===== src/rtl/dac_ctrl_port.sv =====
module dac_ctrl_port #(
  parameter int WORD_W      = 16,
  parameter int SYNC_STAGES = 2
) (
  input  logic                clk,
  input  logic                rst_n,
  input  logic                pd_rst_n,
  input  logic                cclk,
  input  logic                cdata,
  input  logic                clatch,
  output logic [WORD_W-3:0]   att_l,
  output logic [WORD_W-3:0]   att_r,
  output logic                mute_l,
  output logic                mute_r
);
  localparam int ATT_W = WORD_W - 2;
  localparam int CNT_W = $clog2(WORD_W + 1);
  localparam logic [CNT_W-1:0] FULL_CNT = CNT_W'(WORD_W);
  localparam logic [ATT_W-1:0] ATT_DEF  = '1;

  logic [SYNC_STAGES:0]   ck_q, lt_q, pd_q;
  logic [SYNC_STAGES-1:0] dt_q;
  logic [WORD_W-1:0]      sh;
  logic [CNT_W-1:0]       cnt;

  always_ff @(posedge clk or negedge rst_n)
    if (!rst_n) begin
      ck_q <= '0;
      lt_q <= '0;
      pd_q <= '1;
      dt_q <= '0;
    end else begin
      ck_q <= {ck_q[SYNC_STAGES-1:0], cclk};
      lt_q <= {lt_q[SYNC_STAGES-1:0], clatch};
      pd_q <= {pd_q[SYNC_STAGES-1:0], pd_rst_n};
      dt_q <= {dt_q[SYNC_STAGES-2:0], cdata};
    end

  wire ck_rise = ck_q[SYNC_STAGES-1] & ~ck_q[SYNC_STAGES];
  wire lt_rise = lt_q[SYNC_STAGES-1] & ~lt_q[SYNC_STAGES];
  wire pd_rise = pd_q[SYNC_STAGES-1] & ~pd_q[SYNC_STAGES];
  wire din     = dt_q[SYNC_STAGES-1];
  wire take    = lt_rise & (cnt == FULL_CNT);
  wire [ATT_W-1:0] code = sh[ATT_W-1:0];

  always_ff @(posedge clk or negedge rst_n)
    if (!rst_n) begin
      sh  <= '0;
      cnt <= '0;
    end else if (pd_rise || lt_rise) begin
      cnt <= '0;
    end else if (ck_rise) begin
      sh <= {sh[WORD_W-2:0], din};
      if (cnt != FULL_CNT) cnt <= cnt + 1'b1;
    end

  always_ff @(posedge clk or negedge rst_n)
    if (!rst_n) begin
      att_l  <= ATT_DEF;
      att_r  <= ATT_DEF;
      mute_l <= 1'b0;
      mute_r <= 1'b0;
    end else if (pd_rise) begin
      att_l  <= ATT_DEF;
      att_r  <= ATT_DEF;
      mute_l <= 1'b0;
      mute_r <= 1'b0;
    end else if (take) begin
      if (sh[WORD_W-1]) begin
        att_r  <= code;
        mute_r <= (code == '0);
      end
      if (sh[WORD_W-2]) begin
        att_l  <= code;
        mute_l <= (code == '0);
      end
    end

  assert_cnt_bound_R6: assert property (@(posedge clk) disable iff (!rst_n)
    cnt <= FULL_CNT);

  assert_mute_code_R5: assert property (@(posedge clk) disable iff (!rst_n)
    (mute_l == (att_l == '0)) && (mute_r == (att_r == '0)));

  assert_pd_defaults_R9: assert property (@(posedge clk) disable iff (!rst_n)
    pd_rise |=> (att_l == ATT_DEF) && (att_r == ATT_DEF) && !mute_l && !mute_r && (cnt == '0));

  assert_hold_R3: assert property (@(posedge clk) disable iff (!rst_n)
    (!take && !pd_rise) |=> $stable(att_l) && $stable(att_r) && $stable(mute_l) && $stable(mute_r));

  assert_short_drop_R6: assert property (@(posedge clk) disable iff (!rst_n)
    (lt_rise && cnt != FULL_CNT && !pd_rise) |=> $stable(att_l) && $stable(att_r) && (cnt == '0));

  assert_count_step_R8: assert property (@(posedge clk) disable iff (!rst_n)
    (ck_rise && !lt_rise && !pd_rise && cnt != FULL_CNT) |=> cnt == $past(cnt) + 1'b1);
endmodule


===== config.mk =====
export PLATFORM = sky130hd
export DESIGN_NAME = dac_ctrl_port
export DESIGN_NICKNAME = d
export VERILOG_FILES = /design/src/rtl/dac_ctrl_port.sv
export SDC_FILE = /design/constraint.sdc
export NUM_CORES = 1
export LEC_CHECK = 0
export ABC_AREA = 1
export CAP_MARGIN = 10
export CORE_MARGIN = 2
export CORE_UTILIZATION = 40
export DETAILED_ROUTE_END_ITERATION = 12
export PLACE_DENSITY = 0.62
export SETUP_SLACK_MARGIN = 0.15
export SKIP_CTS_REPAIR_TIMING = 1
export SLEW_MARGIN = 20
export SYNTH_ARGS = -nofsm -noshare
export SYNTH_HDL_FRONTEND = slang
export SYNTH_SLANG_ARGS = --single-unit

===== constraint.sdc =====
create_clock -name clk -period 1.5 [get_ports clk]
set_input_delay 0.375 -clock clk [delete_from_list [all_inputs] [get_ports clk]]
set_output_delay 0.375 -clock clk [all_outputs]
set_load 0.005 [all_outputs]

==> reports/results.md, run 1 <==
| Stage | Item | This run |
|---|---|---|
| flow run | Max-cap check violation count | 0 |
| critical path | Arrival @ worst endpoint | 1670 ps |
| die | Height of the die | 85.5 um |
| layout | Finished Core Util | 55.4% |
| synthesis | YS warnings | 0 |
| critical path | Last element of the critical path | mute_r$_DFFE_PN0P_ |
| timing | Worst Tran Pin Value | 302 ps |
| power and ir drop | Final Total Pwr | 6.49 mW |
| power and ir drop | Worst vdd rail ir drop | 0.951 mV |
| place | Detailed placement HPWL | 3.18 mm |
| routing | Final Routed Wirelength | 5.26 mm |
| clock tree | Total number of clock tree sinks | 62 |
| critical path | Highest fanout seen on the critical path | 7 |
| routing | Total vias in the final route | 1838 |
| critical path | Worst R2R Setup Slack | 70 ps |
| global route | Remaining Overflow, GRT | 0 |
| global route | Largest net degree at the start of global routing | 56 |
| layout | Net total in the final layout | 315 |
| timing | Min Clock Period, post-route | 1430 ps |
| synthesis | Post-synth cell types | 24 |
| place | Setup WS pre-CTS | 99.3 ps |
| place | Buffers added on ports | 35 |
| critical path | Worst setup startpoint | cnt[0]$_DFFE_PN0P_ |
| synthesis | Top area cells in the synthesized netlist | sky130_fd_sc_hd__dfstp_2, sky130_fd_sc_hd__dfrtp_1, sky130_fd_sc_hd__o21ai_2, sky130_fd_sc_hd__nand2_1, sky130_fd_sc_hd__buf_6 |
| synthesis | Part of the Yosys area used for sequential elements | 59.8% |
| die | Site row count | 29 |
| timing | Final worst setup slack | 67.6 ps |
| place | Placed cell areas | 3130 um^2 |
| synthesis | Register bit total from synthesis | 62 |
| timing | Number of slew-limit violations in the final report | 0 |
| synthesis | Avg Cell Area, Syn | 10.6 um^2 |
| die | Die footprint | 7320 um^2 |
| layout | Area of all placed cells without fillers | 3540 um^2 |
| timing | Setup-violating endpoint count in the final report | 0 |
| global route | Wire length of the first global-routing pass | 8.06 mm |
| global route | Initial antenna violation count | 0 |
| synthesis | Cell count after synthesis | 250 |
| critical path | Depth of the critical timing path with buffers and inverters included | 10 |
| routing | Detailed Routing Iterations Pass 1 | 4 |
| place | Final weighted congestion in routability-driven placement | 0.752 |
| die | Initial core utilization | 41.6% |
| routing | Remaining routing DRC violations | 0 |
| timing | Clk_skew | 11.3 ps |
| critical path | Terminus of the critical flop-to-flop path | mute_r$_DFFE_PN0P_ |
| layout | Antenna fix cells | 0 |
| layout | Commonest non-fill, non-tap cells in the layout | sky130_fd_sc_hd__nand2_1, sky130_fd_sc_hd__dfstp_2, sky130_fd_sc_hd__dfrtp_1, sky130_fd_sc_hd__o21ai_2, sky130_fd_sc_hd__nor2_1 |
| layout | Layout cells sized above 1 | 51.3% |
| global route | Overall routing resource usage | 14.3% |
| layout | Most common cell after layout, fill and taps aside | sky130_fd_sc_hd__nand2_1 |
| critical path | Number of buffers and inverters on the critical path | 3 |
| routing | Routed length per placed instance | 13.5 um |
| die | Die W | 85.5 um |
| clock tree | CTS Root Cell | sky130_fd_sc_hd__clkbuf_8 |
| critical path | Crit path cell chain | inv_2, ha_4, nand2_1, inv_1, nand2_2, nand2_4, nand3_4, buf_4, nand2_1, o21ai_2 |
| synthesis | Net Count, Synth | 258 |
| layout | Layout Area Growth over Synthesis | 33.2% |
| clock tree | Clock edge transition at the registers on the reported setup and hold paths | 70 ps |
| die | IO Count | 36 |
| critical path | Crit path max-delay family | simple AND/OR/NAND/NOR gates |
| synthesis | Post-synth design cell area | 2660 um^2 |
| clock tree | Clock latency reported for the late side of the worst-skew pair | 340 ps |
| critical path | RR Startpoint | cnt[0]$_DFFE_PN0P_ |
| hold path | Kind of path behind the tightest hold check | in -> async |
| clock tree | H-tree Lvls | 3 |
| critical path | Critical setup path kind | reg -> reg |
| die | Area of the core | 6390 um^2 |
| routing | Starting DRT DRC Count | 83 |
| clock tree | TritonCTS clock tree | done |
| timing | Number of hold violations in the final report | 0 |
| power and ir drop | Pwr dens | 1830 nW/um^2 |
| global route | Number of global-route vias before repair | 1699 |
| critical path | Most Frequent Cell on Critical Path | sky130_fd_sc_hd__nand2_1 |
| critical path | Worst R2R Path Depth | 10 |
| synthesis | Post-synth top area cell | sky130_fd_sc_hd__dfstp_2 |
| critical path | Slowest library cell on the worst path | sky130_fd_sc_hd__dfrtp_1 |
| routing | Routed vias/inst | 4.72 |
| timing | Unrepaired setup endpoints after global routing | yes |
| timing | Worst max-slew margin expressed relative to the limit | 79.9% |
| critical path | Longest individual stage delay on the worst path | 390 ps |
| outcome | Status | completed |
| routing | Remaining antenna violation count | 0 |
| critical path | Kind of end point of the critical path | flip-flop |
| clock tree | Largest buffer count on any clock path | 2 |
| critical path | Critical path startpoint category | flip-flop |
| clock tree | Total clock buffers created by CTS | 9 |
| timing | Final setup TNS | 0 ps |
| timing | Ratio of final minimum period to clock period | 95.5% |
| layout | Filler Cells Inserted | 559 |
| power and ir drop | Static leakage | 1.68 nW |
| critical path | Required time of the worst setup path | 1730 ps |
| timing | Maximum frequency from static timing analysis | 698 MHz |
| synthesis | Top cell type's share of synthesized area | 30.6% |
## final cells by class
type | instances | area (um^2) | area share (%)
Sequential cell | 62 | 1590 | 44.9
Multi-Input combinational cell | 162 | 1010 | 28.6
Timing Repair Buffer | 56 | 513 | 14.5
Clock inverter | 7 | 145 | 4.10
Clock buffer | 9 | 124 | 3.50
Tap cell | 77 | 96.3 | 2.72
Inverter | 16 | 60.1 | 1.70
## metrics by stage
step | instances | hold slack [ps]
4_1_cts | 380 | 106
3_3_place_gp | 364 | 332
3_5_place_dp | 364 | 337
5_1_grt | 389 | 108
2_1_floorplan | 250 | 79.4
6_report | 389 | 105
## synth_stat cells (all sizes together)
cell / instances
inv: 16
nand4: 2
dfstp: 31
o21ai: 41
nand2: 71
buf: 10
ha: 2
nor2: 25
or2: 1
nand3: 15
a21oi: 4
dfrtp: 31
o21bai: 1
## kinds of logic (layout without fill, tap and decap cells)
family / count (synthesis) / count (layout) / synth area share [%]
compound gates: 46 / 46 / 13.4
flops: 62 / 62 / 59.8
buf+inv: 26 / 88 / 6.12
simple gates: 114 / 114 / 19.7
fa+ha+maj: 2 / 2 / 0.941
## power breakdown
part	total [mW]	switching, mW	internal [mW]
sequential	2.82	0.401	2.42
combinational	1.72	0.805	0.914
clock	1.96	0.679	1.28
## worst min path at each step
| stage | startpoint | endpoint | slack (ps) | cells after the start |
|---|---|---|---|---|
| floorplan | rst_n | ck_q[0]$_DFF_PN0_ | 80 | 0 |
| global placement | dt_q[0]$_DFF_PN0_ | dt_q[1]$_DFF_PN0_ | 330 | 0 |
| detailed placement | ck_q[0]$_DFF_PN0_ | ck_q[1]$_DFF_PN0_ | 340 | 0 |
| CTS | rst_n | att_r[10]$_DFFE_PN1P_ | 110 | 1 |
| global route | rst_n | att_r[10]$_DFFE_PN1P_ | 110 | 1 |
| finish | rst_n | att_l[10]$_DFFE_PN1P_ | 110 | 1 |
## metal layers
layer	share of wire, %	vias up	track usage (%)
met4	1.8	0	9.38
li1	-	924	-
met2	45	41	20.5
met1	48	865	19.1
met3	5.1	8	4.04
met5	0	-	0
## registers in the layout, indices dropped and copies added, names as in the netlist, 2 cells and up
signal,count
att_r,14
pd_q,3
lt_q,3
dt_q,2
ck_q,3
cnt,5
sh,16
att_l,14
Note: power is estimated with default switching activity, not from simulation.
==> inputs of run 2 (changes only) <==
--- a/config.mk
+++ b/config.mk
@@ -7,7 +7,6 @@
 export LEC_CHECK = 0
 export ABC_AREA = 1
 export CAP_MARGIN = 10
-export CORE_MARGIN = 2
 export CORE_UTILIZATION = 40
 export DETAILED_ROUTE_END_ITERATION = 12
 export PLACE_DENSITY = 0.62
==> run 2 against run 1 <==
Net effect: register-to-register slack about the same; clock power fell by 13%; flip-flop and latch count stayed put; hold slack worse by 88 ps; global-route usage grew 0.92 points; cell area grew 1.6%; non-clock buffer count is 5 higher; sequential power decreased by 1%; critical path type unchanged.
==> reports/results.md, run 2 (same netlist as run 1, synthesis figures left out) <==
| Stage | Item | This run |
|---|---|---|
| timing | Min Clock Period, post-route | 1450 ps |
| global route | Met3 routing resource usage after global routing | 3.96% |
| clock tree | Clock latency reported for the late side of the worst-skew pair | 330 ps |
| clock tree | CTS Root Cell | sky130_fd_sc_hd__clkbuf_8 |
| global route | Layer carrying the most global-route usage | met2 |
| global route | Remaining Overflow, GRT | 0 |
| clock tree | Largest buffer count on any clock path | 2 |
| timing | Worst Tran Pin Value | 455 ps |
| timing | Setup-violating endpoint count in the final report | 0 |
| flow run | Max-cap check violation count | 0 |
| routing | Detailed Routing Iterations Pass 1 | 6 |
| power and ir drop | Sw frac | 29.6% |
| critical path | Longest individual stage delay on the worst path | 520 ps |
| layout | Net total in the final layout | 323 |
| routing | Remaining routing DRC violations | 0 |
| place | Buffers added on ports | 35 |
| layout | Post-route non-filler standard cell count | 397 |
| clock tree | Clock edge transition at the registers on the reported setup and hold paths | 70 ps |
| global route | Number of global-route vias before repair | 1686 |
| outcome | Status | completed |
| timing | Number of slew-limit violations in the final report | 0 |
| critical path | Crit path max-delay family | simple AND/OR/NAND/NOR gates |
| die | IO Count | 36 |
| power and ir drop | Pwr dens | 1720 nW/um^2 |
| die | Die footprint | 6980 um^2 |
| critical path | Number of buffers and inverters on the critical path | 2 |
| layout | Filler Cells Inserted | 553 |
| clock tree | H-tree Lvls | 3 |
| routing | Final Routed Wirelength | 5.47 mm |
| routing | Routed vias/inst | 4.79 |
| routing | Starting DRT DRC Count | 91 |
| timing | Ratio of final minimum period to clock period | 96.4% |
| die | Die W | 83.5 um |
| layout | Layout cells sized above 1 | 51.2% |
| critical path | Required time of the worst setup path | 1770 ps |
| layout | Antenna fix cells | 0 |
| global route | Largest net degree at the start of global routing | 41 |
| layout | Register ranked first by flip-flop count | sh |
| place | Final weighted congestion in routability-driven placement | 0.748 |
| die | Initial core utilization | 41.6% |
| timing | Clk_skew | 7.30 ps |
| power and ir drop | Internal power | 4.36 mW |
| global route | Fraction of met2 tracks used by global routing | 21.8% |
| layout | Commonest non-fill, non-tap cells in the layout | sky130_fd_sc_hd__nand2_1, sky130_fd_sc_hd__dfstp_2, sky130_fd_sc_hd__dfrtp_1, sky130_fd_sc_hd__o21ai_2, sky130_fd_sc_hd__clkbuf_2 |
| power and ir drop | Register share of total power | 44.9% |
| global route | Initial antenna violation count | 0 |
| critical path | Critical setup path kind | reg -> reg |
| power and ir drop | Worst vdd rail ir drop | 0.937 mV |
| layout | Top flop regs | sh x16, att_l x14, att_r x14 |
| critical path | Slowest library cell on the worst path | sky130_fd_sc_hd__dfstp_2 |
| die | Area of the core | 6390 um^2 |
| layout | Max FFs per register | 16 |
| timing | Unrepaired setup endpoints after global routing | yes |
| power and ir drop | Switching component of the power | 1.83 mW |
| timing | Worst hold slack across all endpoints | 16.6 ps |
| critical path | Crit path cell chain | inv_1, nand2_4, nand2_1, nand3_4, clkbuf_16, nand2_1, o21ai_2 |
| power and ir drop | Static leakage | 1.69 nW |
| place | Detailed placement HPWL | 3.19 mm |
| place | Setup WS pre-CTS | 60.7 ps |
| routing | Remaining antenna violation count | 0 |
| critical path | Depth of the critical timing path with buffers and inverters included | 7 |
| routing | Total vias in the final route | 1900 |
| clock tree | TritonCTS clock tree | done |
| power and ir drop | Comb power frac | 27.6% |
| timing | Worst max-slew margin expressed relative to the limit | 69.6% |
| global route | Met1 layer usage reported by global route | 21.6% |
| die | Height of the die | 83.5 um |
| critical path | Worst R2R Path Depth | 7 |
| clock tree | Total clock buffers created by CTS | 9 |
| place | Total instance count after detailed placement | 364 |
| place | Placed cell areas | 3140 um^2 |
| critical path | Kind of end point of the critical path | flip-flop |
| layout | Most common cell after layout, fill and taps aside | sky130_fd_sc_hd__nand2_1 |
| timing | Final setup TNS | 0 ps |
| die | Site row count | 29 |
| power and ir drop | Share of power burned in the clock network | 27.5% |
| layout | Layout Area Growth over Synthesis | 35.2% |
| timing | Final worst setup slack | 53.6 ps |
| critical path | Critical path startpoint category | flip-flop |
| timing | Maximum frequency from static timing analysis | 691 MHz |
| global route | Overall routing resource usage | 15.3% |
| critical path | Highest fanout seen on the critical path | 6 |
| clock tree | Total number of clock tree sinks | 62 |
| global route | Wire length of the first global-routing pass | 8.34 mm |
| layout | Area of all placed cells without fillers | 3600 um^2 |
| timing | Number of hold violations in the final report | 0 |
| critical path | Most Frequent Cell on Critical Path | sky130_fd_sc_hd__nand2_1 |
| critical path | Arrival @ worst endpoint | 1710 ps |
| routing | Routed length per placed instance | 13.8 um |
| hold path | Kind of path behind the tightest hold check | in -> async |
[run 2: final cells by class]
class	instances	area, um^2	area share, %
timing repair buffer	61	568	15.8
sequential	62	1590	44.2
clock inverter	3	65.1	1.81
multi-input combinational	165	1040	28.8
clock buffer	13	169	4.70
tap	77	96.3	2.68
inverter	16	71.3	1.98
[run 2: path summary, 6_finish.rpt]
path | end | slack [ps] | startpoint
max in group asynchronous | att_l[7]$_DFFE_PN1P_ | 1180 | rst_n
hold / removal | mute_r$_DFFE_PN0P_ | 20 | rst_n
setup reg to reg | att_r[2]$_DFFE_PN1P_ | 50 | pd_q[2]$_DFF_PN1_
setup / recovery | att_r[2]$_DFFE_PN1P_ | 50 | pd_q[2]$_DFF_PN1_
min in group clk | lt_q[1]$_DFF_PN0_ | 350 | lt_q[0]$_DFF_PN0_
hold reg to reg | lt_q[1]$_DFF_PN0_ | 350 | lt_q[0]$_DFF_PN0_
[run 2: through the flow]
step,power (mW),util [%]
floorplan,3.57,-
global placement,4.49,49.1
detailed placement,4.54,49.1
CTS,6.27,52.8
global route,6.58,56.3
finish,6.20,56.3
[run 2: routing by layer]
| layer | up-vias | part of all wire, % |
|---|---|---|
| met5 | - | 0 |
| met4 | 0 | 1.1 |
| met3 | 5 | 4.8 |
| met2 | 43 | 47 |
| met1 | 908 | 48 |
| li1 | 944 | - |
[run 2: power groups by stage]
| stage | logic [mW] | clock network [mW] | registers, mW |
|---|---|---|---|
| after floorplan | 0.829 | 0 | 2.74 |
| after global placement | 1.74 | 0 | 2.74 |
| after detailed placement | 1.78 | 0 | 2.76 |
| after CTS | 1.79 | 1.75 | 2.73 |
| after global routing | 1.90 | 1.81 | 2.87 |
| final | 1.71 | 1.70 | 2.78 |
==> inputs of run 3 (changes only) <==
--- a/config.mk
+++ b/config.mk
@@ -8,6 +8,8 @@
 export ABC_AREA = 1
 export CAP_MARGIN = 10
 export CORE_UTILIZATION = 40
+export CTS_BUF_LIST = sky130_fd_sc_hd__clkbuf_2
+export CTS_CLUSTER_SIZE = 20
 export DETAILED_ROUTE_END_ITERATION = 12
 export PLACE_DENSITY = 0.62
 export SETUP_SLACK_MARGIN = 0.15
==> constraint.sdc (replaced) <==
create_clock -name clk -period 1.9 [get_ports clk]
set_input_delay 0.475 -clock clk [delete_from_list [all_inputs] [get_ports clk]]
set_output_delay 0.475 -clock clk [all_outputs]
set_load 0.005 [all_outputs]
==> run 3 against run 2 <==
Net effect: largest cell class unchanged; first-iteration DRC count grew 15%; global-route usage shrank 0.35 points; final cell count shrank 5.0%; worst setup slack gained 170 ps; register-to-register slack gained 320 ps; clock power shrank 55%; non-clock buffer count shrank 17; critical endpoint is now att_r[0]; highest routed layer unchanged; hold slack gained 340 ps; power shrank 32%.
==> reports/results.md, run 3 (same netlist as run 1, synthesis figures left out) <==
| Stage | Item | This run |
|---|---|---|
| routing | Routed length per placed instance | 12.5 um |
| routing | Remaining antenna violation count | 0 |
| timing | Unrepaired setup endpoints after global routing | no |
| timing | Maximum frequency from static timing analysis | 598 MHz |
| layout | Max FFs per register | 16 |
| timing | Ratio of final minimum period to clock period | 88.0% |
| critical path | Crit path cell chain | dlymetal6s2s_1 |
| die | Initial core utilization | 41.6% |
| global route | Initial antenna violation count | 0 |
| layout | Net total in the final layout | 303 |
| critical path | Slowest library cell on the worst path | sky130_fd_sc_hd__dfstp_2 |
| clock tree | Largest buffer count on any clock path | 2 |
| routing | Total vias in the final route | 1794 |
| global route | Largest net degree at the start of global routing | 63 |
| flow run | Max-cap check violation count | 0 |
| critical path | Highest fanout seen on the critical path | 2 |
| clock tree | CTS Root Cell | sky130_fd_sc_hd__clkbuf_2 |
| layout | Filler Cells Inserted | 600 |
| critical path | Kind of end point of the critical path | output port |
| critical path | Crit path max-delay family | flip-flops |
| critical path | Critical path startpoint category | flip-flop |
| die | IO Count | 36 |
| timing | Worst max-slew margin expressed relative to the limit | 70.1% |
| global route | Remaining Overflow, GRT | 0 |
| routing | Starting DRT DRC Count | 105 |
| routing | Detailed Routing Iterations Pass 1 | 4 |
| timing | Clk_skew | 49.7 ps |
| layout | Top flop regs | sh x16, att_l x14, att_r x14 |
| power and ir drop | Static leakage | 1.84 nW |
| timing | Worst hold slack across all endpoints | 358 ps |
| die | Site row count | 29 |
| die | Area of the core | 6390 um^2 |
| layout | Layout Area Growth over Synthesis | 23.5% |
| global route | Wire length of the first global-routing pass | 8.19 mm |
| power and ir drop | Worst vdd rail ir drop | 0.694 mV |
| layout | Register ranked first by flip-flop count | sh |
| layout | Layout cells sized above 1 | 32.0% |
| place | Detailed placement HPWL | 3.04 mm |
| critical path | Arrival @ worst endpoint | 1200 ps |
| routing | Routed vias/inst | 4.76 |
| clock tree | H-tree Lvls | 3 |
| power and ir drop | Final Total Pwr | 4.23 mW |
| clock tree | Total clock buffers created by CTS | 9 |
| clock tree | Clock latency reported for the late side of the worst-skew pair | 480 ps |
| layout | Most common cell after layout, fill and taps aside | sky130_fd_sc_hd__nand2_1 |
| place | Final weighted congestion in routability-driven placement | 0.679 |
| timing | Number of slew-limit violations in the final report | 0 |
| global route | Overall routing resource usage | 14.9% |
| routing | Remaining routing DRC violations | 0 |
| place | Buffers added on ports | 35 |
| timing | Setup-violating endpoint count in the final report | 0 |
| die | Height of the die | 83.5 um |
| critical path | Critical setup path kind | reg -> out |
| hold path | Kind of path behind the tightest hold check | reg -> reg |
| power and ir drop | Pwr dens | 1290 nW/um^2 |
| layout | Finished Core Util | 51.4% |
| clock tree | TritonCTS clock tree | done |
| die | Die footprint | 6980 um^2 |
| timing | Final setup TNS | 0 ps |
| critical path | Required time of the worst setup path | 1420 ps |
| critical path | Longest individual stage delay on the worst path | 590 ps |
| die | Die W | 83.5 um |
| global route | Number of global-route vias before repair | 1700 |
| timing | Worst Tran Pin Value | 448 ps |
| critical path | Number of buffers and inverters on the critical path | 1 |
| outcome | Status | completed |
| layout | Antenna fix cells | 0 |
| clock tree | Total number of clock tree sinks | 62 |
| timing | Number of hold violations in the final report | 0 |
| clock tree | Clock edge transition at the registers on the reported setup and hold paths | 210 ps |
| layout | Commonest non-fill, non-tap cells in the layout | sky130_fd_sc_hd__nand2_1, sky130_fd_sc_hd__dfstp_2, sky130_fd_sc_hd__dfrtp_1, sky130_fd_sc_hd__o21ai_2, sky130_fd_sc_hd__dlymetal6s2s_1 |
| routing | Final Routed Wirelength | 4.73 mm |
| timing | Min Clock Period, post-route | 1670 ps |
## run 3: changes by cell type in the layout (fill, tap and decap cells not counted), sizes merged
cell	before	now
bufinv	2	1
dlygate4sd3	0	1
dlymetal6s2s	3	30
a21oi	5	4
buf	30	9
inv	15	16
clkinv	1	4
nand3	16	15
nand2	72	71
clkbuf	37	10
## run 3: stage by stage
| stage | cells | worst slack (ps) | area, um^2 |
|---|---|---|---|
| 3_3_place_gp | 355 | 399 | 3060 |
| 5_1_grt | 377 | 154 | 3280 |
| 4_1_cts | 371 | -189 | 3160 |
| 6_report | 377 | 228 | 3280 |
| 2_1_floorplan | 250 | 591 | 2660 |
| 3_5_place_dp | 355 | 371 | 3060 |
## run 3: layer usage
layer / part of all wire (%) / global-route usage [%] / wire length [um] / vias to the layer above
li1: - / - / - / 899
met1: 50 / 21.2 / 2350 / 845
met2: 44 / 21.1 / 2090 / 40
met3: 4.0 / 3.66 / 189 / 10
met4: 2.0 / 7.86 / 95 / 0
met5: 0 / 0 / 0 / -
## run 3: report_power, final
part | total, mW | switching (mW) | internal [mW]
registers | 2.14 | 0.247 | 1.89
logic | 1.32 | 0.595 | 0.727
clock network | 0.762 | 0.467 | 0.295
total | 4.23 | 1.31 | 2.92
## run 3: layout make-up
| class | count | area, um^2 | share of cell area, % |
|---|---|---|---|
| Clock buffer | 10 | 50.0 | 1.52 |
| Clock inverter | 6 | 53.8 | 1.64 |
| Inverter | 16 | 60.1 | 1.83 |
| Multi-Input combinational cell | 162 | 906 | 27.6 |
| Sequential cell | 62 | 1590 | 48.4 |
| Tap cell | 77 | 96.3 | 2.93 |
| Timing Repair Buffer | 44 | 528 | 16.1 |
## run 3: path summary, 6_finish.rpt
kind                                      start                 end  slack [ps]  cells past startpoint
max                        att_r[0]$_DFFE_PN1P_            att_r[0]         230                      1
min                           dt_q[0]$_DFF_PN0_   dt_q[1]$_DFF_PN0_         360                      0
max reg2reg                   pd_q[2]$_DFF_PN1_   sh[9]$_DFFE_PN0P_         370                      7
min reg2reg                   dt_q[0]$_DFF_PN0_   dt_q[1]$_DFF_PN0_         360                      0
max in group asynchronous                 rst_n   pd_q[1]$_DFF_PN1_        1040                      3
min in group asynchronous                 rst_n  mute_l$_DFFE_PN0P_         510                      3
